--- src/rtl/agen_pkg.sv ---
package agen_pkg;
  localparam int NARROW_BYTES = 2;
  localparam int WIDE_BYTES   = 4;
  localparam int IDX_W        = $clog2(WIDE_BYTES);
  localparam int PTR_W        = 8 * WIDE_BYTES;

  typedef enum logic [1:0] {
    ST_IDLE  = 2'd0,
    ST_FETCH = 2'd1,
    ST_DRAIN = 2'd2,
    ST_DONE  = 2'd3
  } agenState_t;

  typedef struct packed {
    logic             load;
    logic             fetch;
    logic [IDX_W-1:0] fetchIdx;
    logic             capEn;
    logic [IDX_W-1:0] capIdx;
  } agenCtl_t;
endpackage

--- src/rtl/agen_ctrl.sv ---
module agen_ctrl
  import agen_pkg::*;
(
  input  logic     clk,
  input  logic     rst_n,
  input  logic     start,
  input  logic     wideMode,
  output agenCtl_t ctl,
  output logic     busy,
  output logic     done
);
  localparam logic [IDX_W-1:0] LAST_NARROW = IDX_W'(NARROW_BYTES - 1);
  localparam logic [IDX_W-1:0] LAST_WIDE   = IDX_W'(WIDE_BYTES - 1);

  agenState_t       state;
  logic [IDX_W-1:0] cnt;
  logic             rdPend;
  logic [IDX_W-1:0] pendIdx;
  logic [IDX_W-1:0] lastIdx;

  assign lastIdx = wideMode ? LAST_WIDE : LAST_NARROW;

  always_comb begin
    ctl          = '0;
    ctl.load     = (state == ST_IDLE) && start;
    ctl.fetch    = (state == ST_FETCH);
    ctl.fetchIdx = cnt;
    ctl.capEn    = rdPend;
    ctl.capIdx   = pendIdx;
  end

  assign busy = (state != ST_IDLE);
  assign done = (state == ST_DONE);

  always_ff @(posedge clk) begin
    if (!rst_n) begin
      state   <= ST_IDLE;
      cnt     <= '0;
      rdPend  <= 1'b0;
      pendIdx <= '0;
    end else begin
      rdPend  <= ctl.fetch;
      pendIdx <= cnt;
      unique case (state)
        ST_IDLE: begin
          cnt <= '0;
          if (start) state <= ST_FETCH;
        end
        ST_FETCH: begin
          if (cnt == lastIdx) state <= ST_DRAIN;
          else                cnt   <= cnt + 1'b1;
        end
        ST_DRAIN: state <= ST_DONE;
        ST_DONE:  state <= ST_IDLE;
        default:  state <= ST_IDLE;
      endcase
    end
  end
endmodule

--- src/rtl/agen_dp.sv ---
module agen_dp
  import agen_pkg::*;
#(
  parameter int ADDR_W = 28
) (
  input  logic              clk,
  input  logic              rst_n,
  input  agenCtl_t          ctl,
  input  logic              wideSel,
  input  logic [7:0]        zpAddr,
  input  logic [7:0]        zReg,
  input  logic [7:0]        memData,
  output logic [7:0]        memAddr,
  output logic              wideMode,
  output logic [ADDR_W-1:0] effAddr
);
  localparam int NARROW_W = 8 * NARROW_BYTES;

  logic [7:0]       zpHeld;
  logic [7:0]       zHeld;
  logic [PTR_W-1:0] ptr;
  logic [PTR_W-1:0] wideSum;
  logic [NARROW_W-1:0] narrowSum;

  always_ff @(posedge clk) begin
    if (!rst_n) begin
      zpHeld   <= '0;
      zHeld    <= '0;
      wideMode <= 1'b0;
    end else if (ctl.load) begin
      zpHeld   <= zpAddr;
      zHeld    <= zReg;
      wideMode <= wideSel;
    end
  end

  for (genvar b = 0; b < WIDE_BYTES; b++) begin : g_ptrByte
    always_ff @(posedge clk) begin
      if (!rst_n || ctl.load)
        ptr[8*b +: 8] <= '0;
      else if (ctl.capEn && ctl.capIdx == IDX_W'(b))
        ptr[8*b +: 8] <= memData;
    end
  end

  assign memAddr   = zpHeld + 8'(ctl.fetchIdx);
  assign wideSum   = ptr + PTR_W'(zHeld);
  assign narrowSum = ptr[NARROW_W-1:0] + NARROW_W'(zHeld);
  assign effAddr   = wideMode ? wideSum[ADDR_W-1:0] : ADDR_W'(narrowSum);
endmodule

--- src/rtl/ind_ptr_agen.sv ---
module ind_ptr_agen
  import agen_pkg::*;
#(
  parameter int ADDR_W = 28
) (
  input  logic              clk,
  input  logic              rst_n,
  input  logic              start,
  input  logic              wideOk,
  input  logic              prevPrefix,
  input  logic [7:0]        zpAddr,
  input  logic [7:0]        zReg,
  output logic              memRd,
  output logic [7:0]        memAddr,
  input  logic [7:0]        memData,
  output logic              busy,
  output logic              done,
  output logic [ADDR_W-1:0] effAddr,
  output logic              needsXlate
);
  agenCtl_t ctl;
  logic     wideMode;

  agen_ctrl u_ctrl (
    .clk(clk), .rst_n(rst_n), .start(start), .wideMode(wideMode),
    .ctl(ctl), .busy(busy), .done(done)
  );

  agen_dp #(.ADDR_W(ADDR_W)) u_dp (
    .clk(clk), .rst_n(rst_n), .ctl(ctl), .wideSel(prevPrefix && wideOk),
    .zpAddr(zpAddr), .zReg(zReg), .memData(memData), .memAddr(memAddr),
    .wideMode(wideMode), .effAddr(effAddr)
  );

  assign memRd      = ctl.fetch;
  assign needsXlate = ~wideMode;
endmodule

--- config.mk ---
export PLATFORM = sky130hd
export DESIGN_NAME = ind_ptr_agen
export DESIGN_NICKNAME = d
export VERILOG_FILES = /design/src/rtl/agen_pkg.sv /design/src/rtl/agen_ctrl.sv /design/src/rtl/agen_dp.sv /design/src/rtl/ind_ptr_agen.sv
export SDC_FILE = /design/constraint.sdc
export NUM_CORES = 1
export LEC_CHECK = 0
export BUFFER_PORTS_ARGS = -buffer_cell sky130_fd_sc_hd__buf_2
export CORE_MARGIN = 2
export CORE_UTILIZATION = 55
export CTS_BUF_LIST = sky130_fd_sc_hd__clkbuf_8 sky130_fd_sc_hd__clkbuf_16
export CTS_CLUSTER_DIAMETER = 30
export DETAILED_ROUTE_END_ITERATION = 12
export PLACE_DENSITY_LB_ADDON = 0.25
export SKIP_LAST_GASP = 1
export SYNTH_ARGS = -nofsm -noshare
export SYNTH_HDL_FRONTEND = slang
export SYNTH_SLANG_ARGS = --single-unit
--- constraint.sdc ---
create_clock -name clk -period 6.6 [get_ports clk]
set_clock_uncertainty 0.1 [all_clocks]
set_input_delay 0.66 -clock clk [delete_from_list [all_inputs] [get_ports clk]]
set_output_delay 0.66 -clock clk [all_outputs]
set_load 0.05 [all_outputs]
Word-level counts from Yosys, hierarchy flattened
Index checks and enable logic that the tools add are counted.
{ "op_classes": {"bitwise_logic": 1, "div": 0, "n_lt_le_gt_ge": 0, "eq_ne": 10, "mul": 0, "reduce_logical": 14, "add_sub_neg": 4, "muxes": 7, "shift": 0} }
{ "op_table": {"columns": ["cell", "n"], "rows": [
  ["$add A28 B8 Y28", 1],
  ["$mux W28", 1],
  ["$add A16 B8 Y16", 1],
  ["$add A8 B2 Y8", 1],
  ["$eq A2 B2 Y1 const B", 4],
  ["$mux W2", 4],
  ["$pmux W2 S4", 1],
  ["$logic_and A1 B1 Y1", 6],
  ["$eq A2 B1 Y1 const B", 2],
  ["$logic_not A2 Y1", 2],
  ["$ne A2 B2 Y1 const B", 2],
  ["$pmux W2 S2", 1],
  ["$reduce_and A2 Y1", 2],
  ["$reduce_bool A2 Y1", 2],
  ["$add A2 B1 Y2 const B", 1],
  ["$eq A2 B2 Y1", 1],
  ["$ne A2 B1 Y1 const B", 1],
  ["$logic_not A1 Y1", 1],
  ["$logic_or A1 B1 Y1", 1],
  ["$not A1 Y1", 1]
]} }
{ "word_totals": {"in_bits": 29, "latchBits": 0, "register_bits": 52, "out_inout_bits": 40, "word_cells": 47, "memories": 0, "romBits": 0, "ram_bits": 0} }

Longest topological paths before layout
Gate-level depths: netlist of run 1.
{ "depth": {"word_depth": 4, "ltp_mapped": 8, "ltp_nobuf": 7} }

Hierarchy
A second synthesis of run 1 with hierarchy kept.
{ "hier_totals": {"hier_cells": 330, "area_unflattened_um2": 3014.1} }
{ "by_module_without_submodules": {"columns": ["mod", "n_inst", "cells_per_inst", "area_each_um2"], "rows": [
  ["agen_dp", 1, 290, 2645.0],
  ["agen_ctrl", 1, 38, 359.1],
  ["ind_ptr_agen", 1, 2, 10.0]
]} }

Worst setup path before layout of run 1
OpenSTA, ideal clock, no wires.
{ "synth_timing": {"path_type": "register -> output", "from": "register u_dp.ptr[3]", "to": "output effAddr[21]", "arrival_ps": 3218, "path_stages_with_launch": 7, "path_slack_ps": 2622, "path_cell_list": "dfxtp_1 -> ha_1 -> a21o_1 -> a21oi_1 -> a21oi_1 -> clkbuf_1 -> o311ai_0"} }
{ "synth_between": {"elab_chain_cells": 2} }
{ "synth_lines": {"columns": ["item", "line_no", "rtl"], "rows": [
  ["start, declared", "agen_dp.sv:21", "logic [PTR_W-1:0] ptr;"],
  ["start signal, assigned by index", "agen_dp.sv:42", "ptr[8*b +: 8] <= memData;"],
  ["$add A28 B8 Y28", "agen_dp.sv:47", "assign wideSum = ptr + PTR_W'(zHeld);"],
  ["$mux W28", "agen_dp.sv:49", "assign effAddr = wideMode ? wideSum[ADDR_W-1:0] : ADDR_W'(narrowSum);"],
  ["end, declared", "ind_ptr_agen.sv:18", "output logic [ADDR_W-1:0] effAddr,"]
]} }
Every way passes these cells.

Worst setup path in the final report of run 1
{ "layout_timing": {"from": "register u_dp.ptr[1]", "to": "output effAddr[19]"} }
Same word-level chain as after synthesis.

==> results of run 1 <==
-- through the flow --
stage / utilization, % / setup slack [ns] / instance area (um2) / hold WS, ns / power [uW]
after floorplan: - / 2.62 / 3070 / 0.347 / 670
after global placement: 63.1 / 3.47 / 3430 / 0.356 / 742
after detailed placement: 63.1 / 3.35 / 3430 / 0.372 / 749
after CTS: 65.1 / 3.00 / 3540 / 0.386 / 967
after global routing: 65.1 / 2.75 / 3540 / 0.406 / 1020
final: 65.1 / 3.00 / 3540 / 0.376 / 958
-- sequential cells by signal, summed over array words and instances, names as in the netlist --
signal          count
u_dp.ptr           28
u_dp.zHeld          8
u_dp.zpHeld         8
u_ctrl.cnt          2
u_ctrl.pendIdx      2
u_ctrl.state        2
u_ctrl.rdPend       1
u_dp.wideMode       1
-- layer usage --
| metal | vias to the layer above | track usage, % | part of all wire [%] |
|---|---|---|---|
| met5 | - | 0 | 0 |
| met4 | 0 | 6.67 | 1.2 |
| met2 | 74 | 38.9 | 48 |
| li1 | 1383 | - | - |
| met3 | 8 | 4.48 | 4.1 |
| met1 | 1245 | 29.1 | 47 |
-- cell usage in the layout (no fill, tap or decap), types with 2 or more instances in the layout --
cell / instances
and4_1: 3
nor4_1: 2
a21oi_1: 13
nor2b_1: 4
ha_1: 14
nand2_1: 54
nand4_1: 3
fa_1: 2
xnor2_1: 12
o211ai_1: 2
a311oi_1: 2
o2111ai_1: 3
nand3_1: 11
nand2b_1: 7
mux2i_1: 36
xor2_1: 7
dfxtp_1: 52
a21o_1: 4
o21ai_0: 7
and3_1: 6
nand3b_1: 2
nor3b_1: 3
o311ai_0: 4
nor3_1: 3
and2_1: 4
nor2_1: 42
nand4b_1: 2
buf_2: 68
clkbuf_8: 5
inv_1: 12
a21boi_0: 19
-- area by class of cell --
type / instances / area (um2)
clock buffer: 5 / 68.8
clock inverter: 3 / 38.8
fill: 482 / 1900
inverter: 11 / 41.3
multi-input combinational: 283 / 1910
sequential: 52 / 1040
tap: 72 / 90.1
timing repair buffer: 69 / 348
-- how the worst max path moves through the flow --
stage | from | end | slack, ns
global route | u_dp.ptr[1]$_SDFFE_PP0P_ | effAddr[13] | 2.75
floorplan | u_dp.ptr[3]$_SDFFE_PP0P_ | effAddr[21] | 2.62
finish | u_dp.ptr[1]$_SDFFE_PP0P_ | effAddr[19] | 3.00
global placement | u_dp.zHeld[6]$_SDFFE_PN0P_ | effAddr[17] | 3.47
detailed placement | u_dp.ptr[1]$_SDFFE_PP0P_ | effAddr[25] | 3.35
CTS | u_dp.ptr[1]$_SDFFE_PP0P_ | effAddr[25] | 3.00
-- power by group --
group / total (uW) / switching (uW) / leakage (uW) / internal (uW)
combinational: 362 / 260 / 0.00127 / 102
sequential: 380 / 32.9 / 0.000422 / 347
clock: 216 / 105 / 0.0000593 / 111
-- worst max-delay path, cell delays in order (launching register included) --
cell	delay, ns
dfxtp_1	0.36
ha_1	0.31
a21oi_1	0.08
nand4b_1	0.23
a21oi_1	0.86
nor3_1	0.11
or3_1	0.40
buf_2	0.21
-- logic make-up after synthesis --
family,Yosys count
simple gates,151
compound gates,61
flops,52
buf+inv,28
mux,36
fa+ha+maj,16
xor+xnor,19
==> impl_metrics.py, run 1 <==
metrics = {
    "clock_tree": {
        "clkTransAtPathRegs_ns": 0.09,
        "cts_setup_buffers": 0,
        "clk_path_buf_depth": 2,
        "post_cts_resized": 0,
        "cts_buffers": 5,
        "cts_sinks": 52,
        "cts_tree": "built",
        "htree_levels": 2,
        "clk_latency_ns": 0.30,
        "cts_hold_buf": 0,
        "clock_tree.root_cell": "clkbuf_8",
    },
    "status": {
        "outcome": "finished clean",
    },
    "route": {
        "drc_errors": 0,
        "drt-total-wl_um": 6810,
        "ant_nets": 0,
        "avgRoutedWirePerCell_um": 13.8,
        "vias": 2710,
        "first_pass_iters": 4,
        "drt_iter0_drc": 152,
        "viasPerCell": 5.47,
    },
    "floorplanning": {
        "die-area_um2": 6190,
        "core_um2": 5440,
        "start_util_pct": 56.4,
        "fp.dieH_um": 78.7,
        "die_w_um": 78.7,
        "ios": 69,
        "rows": 27,
    },
    "power": {
        "vdd_drop_max_v": 0.000218,
        "powerDensity_nw_per_um2": 271,
        "power_leakage_uw": 0.00175,
    },
    "global_route": {
        "grt_antenna_before_repair": 0,
        "grt_overflow": 0,
        "grt_pass1_wl_um": 11400,
        "grt_pass1_vias": 2520,
        "grtUsageTotal_pct": 22.8,
        "grt_max_degree": 29,
    },
    "sta": {
        "timing.final.crit_share_pct": 54.6,
        "relSlewSlack_pct": 26.8,
        "setup-violations-final": 0,
        "final.setup.tns_ns": 0,
        "max_freq_mhz": 278,
        "tightestPinTransition_ns": 1.10,
        "period_minus_slack_ns": 3.60,
        "drv_slew": 0,
        "rsz0062_at_grt": "no",
        "hold_violations": 0,
    },
    "final_layout": {
        "area_delta_synth_final_pct": 15.4,
        "layout-drive-gt1-share_pct": 18.7,
        "finalNetCount": 467,
        "diodes": 0,
        "stdcell_count": 495,
    },
    "yosys": {
        "synth_edf_count": 0,
        "yosys.area_share.simple_pct": 24.3,
        "yosys.area_share.adder_pct": 7.02,
        "syn_area_per_cell_um2": 8.45,
        "seq_area_frac_synth_pct": 33.9,
        "synthTopCellsByCount": "nand2_1, dfxtp_1, nor2_1, mux2i_1, a21boi_0",
        "synthXorXnorAreaFrac_pct": 5.43,
        "synth_compound_area_share_pct": 13.8,
        "synth_nets": 408,
        "yosysUniqueCellTypes": 45,
        "syn_area_um2": 3070,
        "async_flop_share_pct": 0,
        "synth_ff_type": "dfxtp_1",
        "synth_seq_cells": 52,
        "yosys.area.top_type": "dfxtp_1",
        "synth_top_family_by_area": "simple AND/OR/NAND/NOR gates",
        "synth_area_leaders": "dfxtp_1, mux2i_1, nand2_1, ha_1, nor2_1",
        "yosysMostFrequentCell": "nand2_1",
        "synth_top_area_share_pct": 33.9,
        "yosys_warnings": 0,
        "syn-instance-count": 363,
        "synth.area.mux_share_pct": 11.8,
    },
    "placed_design": {
        "io_buffers": 68,
        "dpl.cell_count": 487,
        "hpwlAfterDp_um": 4930,
        "gp_congestion": 0.882,
    },
    "critical_path": {
        "cp_data_required_time_ns": 5.84,
        "arrival_ns": 2.84,
        "reg2reg_slack_ns": 4.25,
        "worstSetupPathType": "reg2out",
        "reg2reg_from": "u_ctrl.state[0]$_SDFFE_PN0P_",
        "reg2reg_to": "u_dp.ptr[1]$_SDFFE_PP0P_",
        "start_kind": "flip-flop",
        "crit_fanout": 14,
        "rr_worst_depth": 5,
        "end_kind": "output pin",
    },
    "worst_hold_path": {
        "hold_class": "reg2reg",
        "hold_path.startpoint": "u_dp.zHeld[5]$_SDFFE_PN0P_",
        "worst_hold_path.endpoint": "u_dp.zHeld[5]$_SDFFE_PN0P_",
        "hold_depth": 2,
    },
    "run": {
        "max-cap-violations": 0,
    },
}
(Power assumes the default switching activity.)
==> run 2: changes to the inputs <==
CORE_UTILIZATION = 49   (was 55)
clock period = 3 ns   (was 6.6 ns; I/O delays follow)
==> run 2 against run 1 <==
Wire length fell by 2.0%; cell count up 1.8%; die area up 12%; first-iteration DRC count increased by 3.3%; hold slack worse by 0.24 ns; critical path type unchanged; critical endpoint is now effAddr[26]; largest power group unchanged.
==> impl_metrics.py, run 2 (synthesized netlist as in run 1, its figures left out) <==
metrics = {
    "global_route": {
        "grt_max_degree": 29,
        "grtUsageTotal_pct": 19.2,
        "grt_pass1_vias": 2381,
        "grt_overflow": 0,
        "grt_pass1_wl_um": 11100,
        "grt_antenna_before_repair": 0,
    },
    "route": {
        "drt-total-wl_um": 6680,
        "vias": 2710,
        "avgRoutedWirePerCell_um": 13.2,
        "first_pass_iters": 4,
        "drc_errors": 0,
        "drt_iter0_drc": 157,
        "viasPerCell": 5.38,
        "ant_nets": 0,
    },
    "sta": {
        "max_freq_mhz": 354,
        "drv_slew": 0,
        "setup-violations-final": 0,
        "timing.final.crit_share_pct": 94.3,
        "hold_violations": 0,
        "rsz0062_at_grt": "no",
        "hold_ws_ns": 0.131,
        "final.setup.tns_ns": 0,
        "tightestPinTransition_ns": 0.912,
        "relSlewSlack_pct": 39.0,
        "period_minus_slack_ns": 2.83,
    },
    "final_layout": {
        "area_delta_synth_final_pct": 17.3,
        "regMostFlops": "u_dp.ptr",
        "stdcell_count": 504,
        "layout-drive-gt1-share_pct": 20.5,
        "diodes": 0,
        "mostFrequentLayoutCell": "buf_2",
        "layout_common_cells": "buf_2, nand2_1, dfxtp_1",
        "fillCellCount": 558,
        "reg_top3": "u_dp.ptr: 28 flops, u_dp.zHeld: 8 flops, u_dp.zpHeld: 8 flops",
        "design_area_um2": 3600,
        "finalNetCount": 473,
        "largest_register_ffs": 28,
    },
    "worst_hold_path": {
        "hold_depth": 3,
        "hold_path.startpoint": "zpAddr[7]",
        "worst_hold_path.endpoint": "u_dp.zpHeld[7]$_SDFFE_PN0P_",
        "hold_class": "in2reg",
    },
    "power": {
        "clockPowerShare_pct": 18.8,
        "powerDensity_nw_per_um2": 565,
        "vdd_drop_max_v": 0.000446,
        "power.switching_uw": 869,
        "pwr-share-seq_pct": 40.7,
        "comb_power_share_pct": 40.5,
        "power.internal_uw": 1160,
        "power_leakage_uw": 0.00177,
        "switching_share_pct": 42.7,
    },
    "clock_tree": {
        "cts_setup_buffers": 0,
        "cts_sinks": 52,
        "clk_latency_ns": 0.30,
        "clk_path_buf_depth": 2,
        "cts_hold_buf": 0,
        "htree_levels": 2,
        "clkTransAtPathRegs_ns": 0.09,
        "cts_tree": "built",
        "clock_tree.root_cell": "clkbuf_8",
        "cts_buffers": 5,
    },
    "placed_design": {
        "gp_congestion": 0.797,
        "place_area_um2": 3480,
        "dpl.cell_count": 496,
        "io_buffers": 68,
        "hpwlAfterDp_um": 5010,
    },
    "critical_path": {
        "rr_worst_depth": 6,
        "start_kind": "flip-flop",
        "end_kind": "output pin",
        "reg2reg_slack_ns": 0.90,
        "arrival_ns": 2.43,
        "worstSetupPathType": "reg2out",
        "reg2reg_to": "u_dp.ptr[1]$_SDFFE_PP0P_",
        "reg2reg_from": "u_ctrl.state[0]$_SDFFE_PN0P_",
        "crit_fanout": 10,
        "cp_data_required_time_ns": 2.60,
    },
    "floorplanning": {
        "start_util_pct": 51.2,
        "die_w_um": 83.1,
        "die-area_um2": 6910,
        "fp.dieH_um": 83.1,
        "rows": 28,
        "ios": 69,
        "core_um2": 5990,
    },
    "run": {
        "max-cap-violations": 0,
    },
    "status": {
        "outcome": "finished clean",
    },
}
## run 2: cell type report
class                      count  area (um2)  area share [%]
multi-input combinational    283        1930            53.7
sequential                    52        1040            28.9
timing repair buffer          75         405            11.3
tap                           75        93.8            2.61
clock buffer                   5        68.8            1.91
inverter                      11        41.3            1.15
clock inverter                 3        16.3           0.452
## run 2: how the worst max path moves through the flow
stage / from / endpoint / slack (ns)
global placement: u_dp.ptr[0]$_SDFFE_PP0P_ / effAddr[26] / 0.26
floorplan: u_dp.ptr[3]$_SDFFE_PP0P_ / effAddr[21] / -0.03
CTS: u_dp.ptr[0]$_SDFFE_PP0P_ / effAddr[26] / -0.009
detailed placement: u_dp.ptr[0]$_SDFFE_PP0P_ / effAddr[26] / 0.23
finish: u_dp.ptr[0]$_SDFFE_PP0P_ / effAddr[26] / 0.17
global route: u_dp.ptr[0]$_SDFFE_PP0P_ / effAddr[26] / 0.02
## run 2: power by group through the flow
stage	Clock, uW	Sequential, uW	Combinational [uW]
after global routing	424	839	891
final	382	828	824
after floorplan	0	826	648
after CTS	393	828	826
after detailed placement	0	844	821
after global placement	0	840	815
## run 2: through the flow
stage / util [%] / power (uW) / setup WS (ns)
global route: 60.0 / 2150 / 0.0167
finish: 60.0 / 2030 / 0.172
detailed placement: 58.1 / 1670 / 0.231
floorplan: - / 1470 / -0.0306
global placement: 58.1 / 1650 / 0.259
CTS: 59.8 / 2050 / -0.00940
## run 2: what timing repair did
item                       4_1_cts  5_1_grt
setup endpoints to repair        8       10
gates resized for setup          6        4
pin swaps                        0        1
## run 2: critical path: stages (launching register included)
cell      delay, ns
dfxtp_1        0.32
ha_1           0.22
fa_2           0.39
a211oi_2       0.22
o211ai_1       0.12
a21o_4         0.28
and4_1         0.22
mux2i_1        0.14
buf_4          0.21
## run 2: layer usage
| metal | routed length, um | track usage, % |
|---|---|---|
| met5 | 0 | 0 |
| met4 | 24 | 4.17 |
| met2 | 3150 | 32.1 |
| met3 | 350 | 4.37 |
| met1 | 3150 | 25.4 |
==> run 3: changes to the inputs <==
CELL_PAD_IN_SITES_DETAIL_PLACEMENT = 0   (was default)
CELL_PAD_IN_SITES_GLOBAL_PLACEMENT = 1   (was default)
CORE_UTILIZATION = 40   (was 49)
clock period = 3.2 ns   (was 3 ns; I/O delays follow)
==> run 3 against run 2 <==
Die area increased by 21%; register-to-register slack better by 0.21 ns; sequential cell count unchanged; setup slack gained 0.030 ns; utilization fell by 10 points; via count is 0.30% lower; hold slack improved by 0.031 ns; critical path depth unchanged; critical path type unchanged; largest cell class unchanged.
==> impl_metrics.py, run 3 (synthesized netlist as in run 1, its figures left out) <==
metrics = {
    "floorplanning": {
        "fp.dieH_um": 91.6,
        "die_w_um": 91.6,
        "start_util_pct": 41.8,
        "die-area_um2": 8380,
        "core_um2": 7330,
        "rows": 31,
        "ios": 69,
    },
    "global_route": {
        "grt_pass1_vias": 2627,
        "grt_overflow": 0,
        "grt_pass1_wl_um": 12100,
        "grtUsageTotal_pct": 17.5,
        "grt_antenna_before_repair": 0,
        "grt_max_degree": 29,
    },
    "power": {
        "power_leakage_uw": 0.00178,
        "powerDensity_nw_per_um2": 549,
        "vdd_drop_max_v": 0.000400,
    },
    "final_layout": {
        "layout-drive-gt1-share_pct": 20.5,
        "mostFrequentLayoutCell": "buf_2",
        "finalNetCount": 474,
        "largest_register_ffs": 28,
        "diodes": 0,
        "layout_common_cells": "buf_2, nand2_1, dfxtp_1",
        "design_area_um2": 3640,
        "reg_top3": "u_dp.ptr: 28 flops, u_dp.zHeld: 8 flops, u_dp.zpHeld: 8 flops",
        "area_delta_synth_final_pct": 18.6,
        "regMostFlops": "u_dp.ptr",
        "stdcell_count": 529,
        "final_util_pct": 49.6,
    },
    "clock_tree": {
        "cts_hold_buf": 0,
        "cts_tree": "built",
        "clk_path_buf_depth": 2,
        "clkTransAtPathRegs_ns": 0.10,
        "cts_buffers": 5,
        "cts_sinks": 52,
        "clk_latency_ns": 0.29,
        "clock_tree.root_cell": "clkbuf_8",
        "htree_levels": 2,
    },
    "sta": {
        "timing.final.crit_share_pct": 93.7,
        "rsz0062_at_grt": "no",
        "tightestPinTransition_ns": 0.947,
        "hold_violations": 0,
        "setup-violations-final": 0,
        "final.setup.tns_ns": 0,
        "period_minus_slack_ns": 3.00,
        "drv_slew": 0,
        "relSlewSlack_pct": 36.7,
        "max_freq_mhz": 334,
    },
    "route": {
        "vias": 2702,
        "drt-total-wl_um": 7220,
        "avgRoutedWirePerCell_um": 13.7,
        "drt_iter0_drc": 84,
        "ant_nets": 0,
        "viasPerCell": 5.11,
        "first_pass_iters": 4,
        "drc_errors": 0,
    },
    "placed_design": {
        "place_area_um2": 3520,
        "hpwlAfterDp_um": 5390,
        "dpl.cell_count": 521,
        "gp_congestion": 0.861,
        "io_buffers": 68,
    },
    "critical_path": {
        "reg2reg_slack_ns": 1.11,
        "start_kind": "flip-flop",
        "setup.worst_path.end": "effAddr[26]",
        "critPathTopFamily": "adder cells",
        "reg2reg_to": "u_dp.ptr[6]$_SDFFE_PP0P_",
        "slowest_stage": "fa_1",
        "cp_data_required_time_ns": 2.78,
        "worstSetupPathType": "reg2out",
        "reg2reg_from": "u_ctrl.state[0]$_SDFFE_PN0P_",
        "cp_num_buf_inv": 1,
        "crit_chain": "ha_1 > fa_1 > a211oi_2 > o211ai_1 > a21o_2 > and4_1 > mux2i_1 > clkbuf_4",
        "max_stage_delay_ns": 0.45,
        "arrival_ns": 2.58,
        "crit_path_start": "u_dp.ptr[0]$_SDFFE_PP0P_",
        "rr_worst_depth": 6,
        "path_depth": 8,
        "end_kind": "output pin",
        "crit_fanout": 10,
    },
    "status": {
        "outcome": "finished clean",
    },
    "run": {
        "max-cap-violations": 0,
    },
    "worst_hold_path": {
        "hold_class": "in2reg",
    },
}
==> run 3: final cells by class <==
| cell class | instances | area [um2] |
|---|---|---|
| well taps | 99 | 124 |
| clock buffers | 5 | 68.8 |
| fillers | 737 | 3690 |
| inverters | 11 | 41.3 |
| repair buffers | 76 | 405 |
| multi-input cells | 283 | 1920 |
| flip-flops and latches | 52 | 1040 |
| clock inverters | 3 | 38.8 |
==> run 3: worst min-delay path by stage <==
stage	start	to	slack [ns]	depth (start not counted)
detailed placement	u_dp.zpHeld[0]$_SDFFE_PN0P_	u_dp.zpHeld[0]$_SDFFE_PN0P_	0.37	2
global placement	u_dp.zpHeld[0]$_SDFFE_PN0P_	u_dp.zpHeld[0]$_SDFFE_PN0P_	0.36	2
global route	zpAddr[3]	u_dp.zpHeld[3]$_SDFFE_PN0P_	0.16	3
finish	zReg[3]	u_dp.zHeld[3]$_SDFFE_PN0P_	0.16	3
floorplan	u_dp.zHeld[3]$_SDFFE_PN0P_	u_dp.zHeld[3]$_SDFFE_PN0P_	0.35	2
CTS	zpAddr[1]	u_dp.zpHeld[1]$_SDFFE_PN0P_	0.16	3
==> run 3: where the power goes <==
group          leakage [uW]  switching [uW]  internal (uW)  total (uW)
registers          0.000422            59.9            716         776
clock network     0.0000593             215            229         444
logic               0.00130             551            224         775
==> run 3: metrics by stage <==
stage | hold WS, ns | worst slack [ns] | power, uW
after floorplan | 0.347 | -0.438 | 1380
after global placement | 0.361 | 0.393 | 1560
after detailed placement | 0.372 | 0.338 | 1570
after CTS | 0.157 | 0.0312 | 2010
after global routing | 0.163 | 0.0237 | 2120
final | 0.162 | 0.202 | 2000
==> run 3: worst register-to-register path: cells and delay by family, from the launching register on <==
family / cells / cell delay, ns
flip-flops: 1 / 0.40
AND/OR/NAND/NOR: 3 / 0.95
adder cells (fa/ha/maj): 1 / 0.26
buffers and inverters: 2 / 0.30
==> run 3: routing by layer <==
layer / part of all wire (%) / up-vias / global-route usage (%)
li1: - / 1395 / -
met1: 49 / 1225 / 22.9
met2: 45 / 71 / 29.2
met3: 4.5 / 11 / 2.99
met4: 2.0 / 0 / 5.81
met5: 0 / - / 0
==> run 3: timing repair <==
item / CTS / global route
setup endpoints to repair: 1 / 8
resized for setup: 1 / 3
buffers inserted: 0 / 0
